File: src/rtl/lblf_pkg.sv
package lblf_pkg;
  localparam int LBL_W  = 8;
  localparam int SDI_W  = 2;
  localparam int WORD_W = 32;
  localparam int NLBL   = 1 << LBL_W;
  localparam int NSDI   = 1 << SDI_W;

  localparam int CTRL_CMP_BIT    = 0;
  localparam int CTRL_REINIT_BIT = 7;

  localparam int ST_EMPTY = 0;
  localparam int ST_LEVEL = 1;
  localparam int ST_FULL  = 2;
  localparam int ST_OVF   = 3;

  typedef logic [LBL_W-1:0] label_t;
  typedef logic [SDI_W-1:0] sdi_t;
  typedef logic [NSDI-1:0]  sdi_mask_t;

  // Table hit: entry valid and the mask selects this source/destination code.
  function automatic logic entry_hit(input logic valid, input sdi_mask_t mask, input sdi_t sdi);
    return valid && mask[sdi];
  endfunction

  // Word admission rule.
  function automatic logic admit(input logic cmp_en, input logic hit);
    return !cmp_en || hit;
  endfunction
endpackage

File: src/rtl/lblf_label_table.sv
module lblf_label_table
  import lblf_pkg::*;
(
  input  logic      clk,
  input  logic      rst_n,
  input  logic      reinit,
  input  logic      wr_en,
  input  label_t    wr_label,
  input  sdi_mask_t wr_mask,
  input  label_t    rd_label,
  input  sdi_t      rd_sdi,
  output logic      hit
);
  logic [NLBL-1:0] valid_q, valid_d;
  sdi_mask_t       mask_mem [NLBL];

  // Invalidation clears the valid vector; a same-cycle write lands after it.
  always_comb begin
    valid_d = reinit ? '0 : valid_q;
    if (wr_en) valid_d[wr_label] = 1'b1;
  end

  always_ff @(posedge clk or negedge rst_n) begin
    if (!rst_n) valid_q <= '0;
    else        valid_q <= valid_d;
  end

  // Mask storage is never cleared; stale masks are hidden by the valid vector.
  always_ff @(posedge clk) begin
    if (wr_en) mask_mem[wr_label] <= wr_mask;
  end

  assign hit = entry_hit(valid_q[rd_label], mask_mem[rd_label], rd_sdi);
endmodule

File: src/rtl/lblf_fifo.sv
module lblf_fifo #(
  parameter int DEPTH = 8,
  parameter int W     = 32,
  localparam int AW   = $clog2(DEPTH),
  localparam int CW   = $clog2(DEPTH + 1)
) (
  input  logic          clk,
  input  logic          rst_n,
  input  logic          push,
  input  logic [W-1:0]  din,
  input  logic          pop,
  output logic [W-1:0]  dout,
  output logic [CW-1:0] count,
  output logic          full,
  output logic          empty,
  output logic          push_ok,
  output logic          pop_ok
);
  logic [W-1:0]  mem [DEPTH];
  logic [AW-1:0] wr_ptr, rd_ptr;

  function automatic logic [AW-1:0] ptr_next(input logic [AW-1:0] p);
    return (p == AW'(DEPTH - 1)) ? '0 : p + 1'b1;
  endfunction

  assign empty   = (count == '0);
  assign full    = (count == CW'(DEPTH));
  assign push_ok = push && !full;
  assign pop_ok  = pop && !empty;
  assign dout    = empty ? '0 : mem[rd_ptr];

  always_ff @(posedge clk) begin
    if (push_ok) mem[wr_ptr] <= din;
  end

  always_ff @(posedge clk or negedge rst_n) begin
    if (!rst_n) begin
      wr_ptr <= '0;
      rd_ptr <= '0;
      count  <= '0;
    end else begin
      if (push_ok) wr_ptr <= ptr_next(wr_ptr);
      if (pop_ok)  rd_ptr <= ptr_next(rd_ptr);
      case ({push_ok, pop_ok})
        2'b10:   count <= count + 1'b1;
        2'b01:   count <= count - 1'b1;
        default: count <= count;
      endcase
    end
  end
endmodule

File: src/rtl/lblf_status.sv
module lblf_status
  import lblf_pkg::*;
#(
  parameter int CW = 4
) (
  input  logic          clk,
  input  logic          rst_n,
  input  logic          empty,
  input  logic          full,
  input  logic [CW-1:0] count,
  input  logic [CW-1:0] thr,
  input  logic          drop,
  input  logic          clear,
  output logic [7:0]    status,
  output logic          irq
);
  logic ovf_q;
  logic level;

  assign level = (count >= thr);

  // A drop in the clearing cycle wins so no event is lost.
  always_ff @(posedge clk or negedge rst_n) begin
    if (!rst_n)     ovf_q <= 1'b0;
    else if (drop)  ovf_q <= 1'b1;
    else if (clear) ovf_q <= 1'b0;
  end

  always_comb begin
    status           = '0;
    status[ST_EMPTY] = empty;
    status[ST_LEVEL] = level;
    status[ST_FULL]  = full;
    status[ST_OVF]   = ovf_q;
  end

  assign irq = empty | level | full;
endmodule

File: src/rtl/lblf_rx_top.sv
module lblf_rx_top
  import lblf_pkg::*;
#(
  parameter int DEPTH = 8,
  localparam int CW   = $clog2(DEPTH + 1)
) (
  input  logic              clk,
  input  logic              rst_n,
  input  logic              word_valid,
  input  logic [WORD_W-1:0] word_data,
  input  logic              ctrl_we,
  input  logic [7:0]        ctrl_wdata,
  input  logic              thr_we,
  input  logic [CW-1:0]     thr_wdata,
  input  logic              lbl_we,
  input  logic [LBL_W-1:0]  lbl_idx,
  input  logic [NSDI-1:0]   lbl_mask,
  input  logic              fifo_re,
  output logic [WORD_W-1:0] fifo_rdata,
  input  logic              stat_re,
  output logic [7:0]        stat_out,
  output logic              irq
);
  logic          cmp_en_q;
  logic [CW-1:0] thr_q;
  logic          reinit;
  logic          lookup_hit;
  logic          accept;
  logic          push_drop;
  logic          push_ok, pop_ok;
  logic          fifo_full, fifo_empty;
  logic [CW-1:0] fifo_count;
  logic          ctrl_unused;

  assign ctrl_unused = ^ctrl_wdata[6:1];
  assign reinit      = ctrl_we && ctrl_wdata[CTRL_REINIT_BIT];

  always_ff @(posedge clk or negedge rst_n) begin
    if (!rst_n) begin
      cmp_en_q <= 1'b0;
      thr_q    <= CW'(DEPTH / 2);
    end else begin
      if (ctrl_we) cmp_en_q <= ctrl_wdata[CTRL_CMP_BIT];
      if (thr_we)  thr_q    <= thr_wdata;
    end
  end

  lblf_label_table u_table (
    .clk      (clk),
    .rst_n    (rst_n),
    .reinit   (reinit),
    .wr_en    (lbl_we),
    .wr_label (lbl_idx),
    .wr_mask  (lbl_mask),
    .rd_label (word_data[LBL_W-1:0]),
    .rd_sdi   (word_data[LBL_W +: SDI_W]),
    .hit      (lookup_hit)
  );

  assign accept    = word_valid && admit(cmp_en_q, lookup_hit);
  assign push_drop = accept && fifo_full;

  lblf_fifo #(.DEPTH(DEPTH), .W(WORD_W)) u_fifo (
    .clk     (clk),
    .rst_n   (rst_n),
    .push    (accept),
    .din     (word_data),
    .pop     (fifo_re),
    .dout    (fifo_rdata),
    .count   (fifo_count),
    .full    (fifo_full),
    .empty   (fifo_empty),
    .push_ok (push_ok),
    .pop_ok  (pop_ok)
  );

  lblf_status #(.CW(CW)) u_status (
    .clk    (clk),
    .rst_n  (rst_n),
    .empty  (fifo_empty),
    .full   (fifo_full),
    .count  (fifo_count),
    .thr    (thr_q),
    .drop   (push_drop),
    .clear  (stat_re),
    .status (stat_out),
    .irq    (irq)
  );
endmodule

File: config.mk
export PLATFORM = sky130hd
export DESIGN_NAME = lblf_rx_top
export DESIGN_NICKNAME = d
export VERILOG_FILES = /design/src/rtl/lblf_pkg.sv /design/src/rtl/lblf_label_table.sv /design/src/rtl/lblf_fifo.sv /design/src/rtl/lblf_status.sv /design/src/rtl/lblf_rx_top.sv
export SDC_FILE = /design/constraint.sdc
export NUM_CORES = 2
export LEC_CHECK = 0
export BUFFER_PORTS_ARGS = -buffer_cell sky130_fd_sc_hd__buf_2
export CELL_PAD_IN_SITES_DETAIL_PLACEMENT = 0
export CELL_PAD_IN_SITES_GLOBAL_PLACEMENT = 2
export CORE_MARGIN = 1
export CORE_UTILIZATION = 49
export CTS_CLUSTER_DIAMETER = 30
export DETAILED_ROUTE_END_ITERATION = 7
export MAX_ROUTING_LAYER = met4
export PLACE_DENSITY = 0.86
export SYNTH_ARGS = -nofsm -noshare
export SYNTH_HDL_FRONTEND = slang
export SYNTH_SLANG_ARGS = --single-unit
export TNS_END_PERCENT = 20
File: constraint.sdc
create_clock -name clk -period 8.1 [get_ports clk]
set_input_delay 1.62 -clock clk [delete_from_list [all_inputs] [get_ports clk]]
set_output_delay 1.62 -clock clk [all_outputs]
set_load 0.02 [all_outputs]
==> qor.log <==
INFO  run_status     run_status=complete, no violations
INFO  global_routing grtUsageTotal=26.4%
INFO  pwr            power.switching=5490uW
INFO  placed_design  io_buffers=94
INFO  timing         final_count_of_hold_timing_violations=0
INFO  critical_path  critical-path-top-cell-by-count=sky130_fd_sc_hd__ha_1
INFO  route          routed_wire_length_per_instance=29.3um
INFO  placed_design  dp.final_hpwl=95.3mm
INFO  final_layout   final_cells=5507
INFO  global_routing via_count_of_the_first_global_routing_pass=34500
INFO  timing         fmax=166MHz
INFO  clock_tree     cts.root.buffer_cell=sky130_fd_sc_hd__clkbuf_16
INFO  timing         report.final.slew_viol_count=0
INFO  critical_path  critical_path.endpoint_type=register
INFO  critical_path  crit_required=8820ps
INFO  pwr            power_leakage=0.0284uW
INFO  pwr            p_int=18000uW
INFO  synthesis      synth_cell_type_count=66
INFO  floorplanning  top_level_ports=105
INFO  route          vias=33900
INFO  critical_path  crit_path_cell_trace=buf_8 -> buf_4 -> or2_2 -> o22ai_1 -> nor3_1 -> a31oi_1 -> a22oi_1 -> nand2b_1 -> a41oi_1 -> o31a_1 -> inv_1 -> ha_1 -> ha_1 -> a21o_1 -> a21oi_1 -> xnor2_1 -> nor2_1 -> xor2_1
INFO  synthesis      syn-instance-count=3338
INFO  final_layout   drive_above_1_share=27.5%
INFO  global_routing global_route.overflow_total=0
INFO  synthesis      synth.cell_area=61800um^2
INFO  clock_tree     clk_pin_slew_worst_paths=40ps
INFO  floorplanning  floorplan.die_area=128000um^2
INFO  clock_tree     post-cts-setup-buffers=0
INFO  route          drc=0
INFO  timing         fin_skew=70.5ps
INFO  pwr            power-per-cell-area=316nW/um^2
INFO  critical_path  critical_path.max_stage_delay=590ps
INFO  global_routing grt_use_met3=5.59%
INFO  synthesis      synth_async_sr_flop_share=17.5%
INFO  floorplanning  fp.dieH=357um
INFO  global_routing grt_use_met1=35.3%
INFO  synthesis      synth_top_cell_by_area=sky130_fd_sc_hd__edfxtp_1
INFO  critical_path  worstRegToRegCells=16
INFO  timing         worst_pin_slew=1360ps
INFO  placed_design  place_area=64200um^2
INFO  floorplanning  die-width=357um
INFO  placed_design  placed_cells=4961
INFO  global_routing pin_count_of_the_biggest_net_entering_global_routing=146
INFO  final_layout   nNetsFinal=3709
INFO  pwr            combPwrFrac=8.6%
INFO  timing         final_period_minus_worst_setup_slack=6020ps
INFO  global_routing grt_antenna_before_repair=6
INFO  route          postRouteWirelength=161mm
INFO  clock_tree     tritoncts=done
INFO  critical_path  critPathMaxFanout=73
INFO  pwr            power.share.switching=23.3%
INFO  final_layout   fin_util=59.9%
INFO  synthesis      post_synth_most_frequent_cells=sky130_fd_sc_hd__edfxtp_1 (1280), sky130_fd_sc_hd__mux4_2 (337), sky130_fd_sc_hd__nor2_1 (323)
INFO  final_layout   stdcell_area=74600um^2
INFO  critical_path  worstSetupStartpointType=input port
INFO  critical_path  worst-setup-path-type=input port to register
INFO  synthesis      postSynthAreaPerCell=18.5um^2
INFO  pwr            power.share.sequential=38.1%
INFO  synthesis      synth_warn=0
INFO  job            max_cap_viol_count=0
INFO  timing         timing.max_slew.rel_slack=8.91%
INFO  route          dr.pass1.iters=6
INFO  clock_tree     numClockSinks=1552
INFO  worst_hold_path min_path_type=register to register
INFO  global_routing global_route.peak_usage_layer=met2
INFO  timing         fin_setup_tns=0ps
INFO  floorplanning  core_area=124000um^2
INFO  timing         rsz0062_at_grt=false
INFO  floorplanning  num_rows=129
INFO  pwr            ir_drop=0.232mV
INFO  clock_tree     cts_htree_levels=5
INFO  synthesis      synth-seq-area-share=73.2%
INFO  timing         final-setup-viol-count=0
INFO  global_routing grt_first_pass_wirelength=235mm
INFO  clock_tree     cts_inserted_buffers=307
INFO  route          drt-vias-per-instance=6.16
INFO  critical_path  worst-endpoint-arrival=6750ps
INFO  synthesis      synthFlopType=sky130_fd_sc_hd__edfxtp_1
INFO  route          drt.antenna.violating_nets=0
INFO  global_routing grt_util_met2=40.4%
INFO  synthesis      post-synth-top-count-cell=sky130_fd_sc_hd__edfxtp_1
INFO  worst_hold_path min_path_cells=1
INFO  pwr            power_frac_clock=53.3%
INFO  clock_tree     cts.path.max_buffers=4
INFO  synthesis      netlist.area_leader.share=62.2%
INFO  clock_tree     post_cts.resized_instances=0
INFO  timing         final.period_utilization=74.3%
INFO  final_layout   synthToLayoutAreaGrowth=20.6%
INFO  placed_design  place_congestion=0.862
INFO  route          drt_first_iter_violations=3734
INFO  synthesis      synth-edff-count=1280
INFO  floorplanning  initial_utilization=49.7%
INFO  clock_tree     clock_insertion_delay_worst_skew=900ps
INFO  critical_path  critical_path_top_delay_cell=sky130_fd_sc_hd__o31a_1
INFO  synthesis      synth.ff_latch_count=1552
INFO  clock_tree     cts-hold-fix-buffers=0
INFO  synthesis      synth_top_cells_by_area=sky130_fd_sc_hd__edfxtp_1 (62%), sky130_fd_sc_hd__mux4_2 (12%), sky130_fd_sc_hd__dfrtp_1 (11%)
==> cells by family after synthesis <==
logic type / count (synthesis) / share of synthesized area, %
muxes: 499 / 14.9
buffers and inverters: 225 / 1.84
other: 1 / 0.00607
and+or+nand+nor: 553 / 3.92
AOI/OAI and AO/OA: 492 / 5.79
DFF: 1552 / 73.2
xor gates and xnor gates: 4 / 0.0567
adders and majority gates: 12 / 0.255
==> power by group through the flow <==
stage | logic [uW] | clock network [uW] | registers, uW
finish | 2020 | 12500 | 8970
global route | 2170 | 13000 | 8990
CTS | 2050 | 12700 | 8980
detailed placement | 2040 | 0 | 9120
global placement | 2020 | 0 | 9110
floorplan | 1400 | 0 | 9010
==> registers in the layout (all words and copies together), names as in the netlist <==
| register | cells |
|---|---|
| u_table.valid_q | 256 |
| u_fifo.wr_ptr | 3 |
| cmp_en_q | 1 |
| u_fifo.count | 4 |
| u_status.ovf_q | 1 |
| u_fifo.mem | 256 |
| u_fifo.rd_ptr | 3 |
| thr_q | 4 |
| u_table.mask_mem | 1024 |
==> critical path, delay by kind of cell <==
family	cells	cell delay, ps
XOR/XNOR	2	280
buffers and inverters	3	1060
AO/OA/AOI/OAI	7	2060
adder cells (fa/ha/maj)	2	530
AND/OR/NAND/NOR	4	990
==> layout by cell type (no fill, tap or decap), types with 11 or more instances in the layout <==
cell | synthesis | final
sky130_fd_sc_hd__buf_2 | 38 | 86
sky130_fd_sc_hd__edfxtp_1 | 1280 | 1280
sky130_fd_sc_hd__nor2b_1 | 23 | 21
sky130_fd_sc_hd__o21ai_0 | 12 | 12
sky130_fd_sc_hd__nor2_1 | 323 | 321
sky130_fd_sc_hd__nand2_1 | 84 | 77
sky130_fd_sc_hd__clkinvlp_4 | 0 | 27
sky130_fd_sc_hd__a22oi_1 | 104 | 104
sky130_fd_sc_hd__nand3_1 | 39 | 39
sky130_fd_sc_hd__nor3_1 | 14 | 14
sky130_fd_sc_hd__clkinv_2 | 0 | 30
sky130_fd_sc_hd__a21o_1 | 262 | 262
sky130_fd_sc_hd__mux2i_1 | 151 | 151
sky130_fd_sc_hd__inv_6 | 0 | 39
sky130_fd_sc_hd__clkbuf_16 | 0 | 311
sky130_fd_sc_hd__ha_1 | 11 | 11
sky130_fd_sc_hd__clkinv_1 | 2 | 18
sky130_fd_sc_hd__clkbuf_1 | 99 | 34
sky130_fd_sc_hd__a21oi_1 | 43 | 43
sky130_fd_sc_hd__bufinv_16 | 0 | 37
sky130_fd_sc_hd__buf_4 | 40 | 91
sky130_fd_sc_hd__clkbuf_8 | 0 | 18
sky130_fd_sc_hd__dfrtp_1 | 271 | 268
sky130_fd_sc_hd__clkinv_4 | 0 | 24
sky130_fd_sc_hd__mux4_2 | 337 | 337
sky130_fd_sc_hd__inv_1 | 12 | 12
==> metrics by stage <==
step	hold WS [ps]	power, uW	setup WS (ps)
floorplan	444	10400	575
global placement	452	11100	1240
detailed placement	460	11200	1230
CTS	472	23700	2120
global route	474	24200	1820
finish	469	23500	2080
==> final timing paths <==
check	start	endpoint	slack, ps
min reg2reg	u_table.valid_q[1]	u_table.valid_q[1]	470
max reg2reg	u_table.valid_q[63]	u_fifo.count[3]	3340
min	u_table.valid_q[1]	u_table.valid_q[1]	470
min in group asynchronous	rst_n	u_table.valid_q[213]	770
max	word_data[1]	u_fifo.count[3]	2080
max in group asynchronous	rst_n	u_table.valid_q[165]	5780
==> area by class of cell <==
type                       count  area, um^2
fill                        8781       49900
sequential                  1552       45300
multi-input combinational   1564       15500
clock buffer                 363        8160
clock inverter               180        2170
tap                         1637        2050
timing repair buffer         192        1360
inverter                      16        60.1
antenna                        3        7.51
==> layer usage <==
layer  vias to the layer above  share of wire, %
li1                      14100                 -
met1                     17800                41
met2                      1724                48
met3                       301               8.5
met4                         0               2.9
met5                         -                 0
Note: power is estimated with default switching activity, not from simulation.
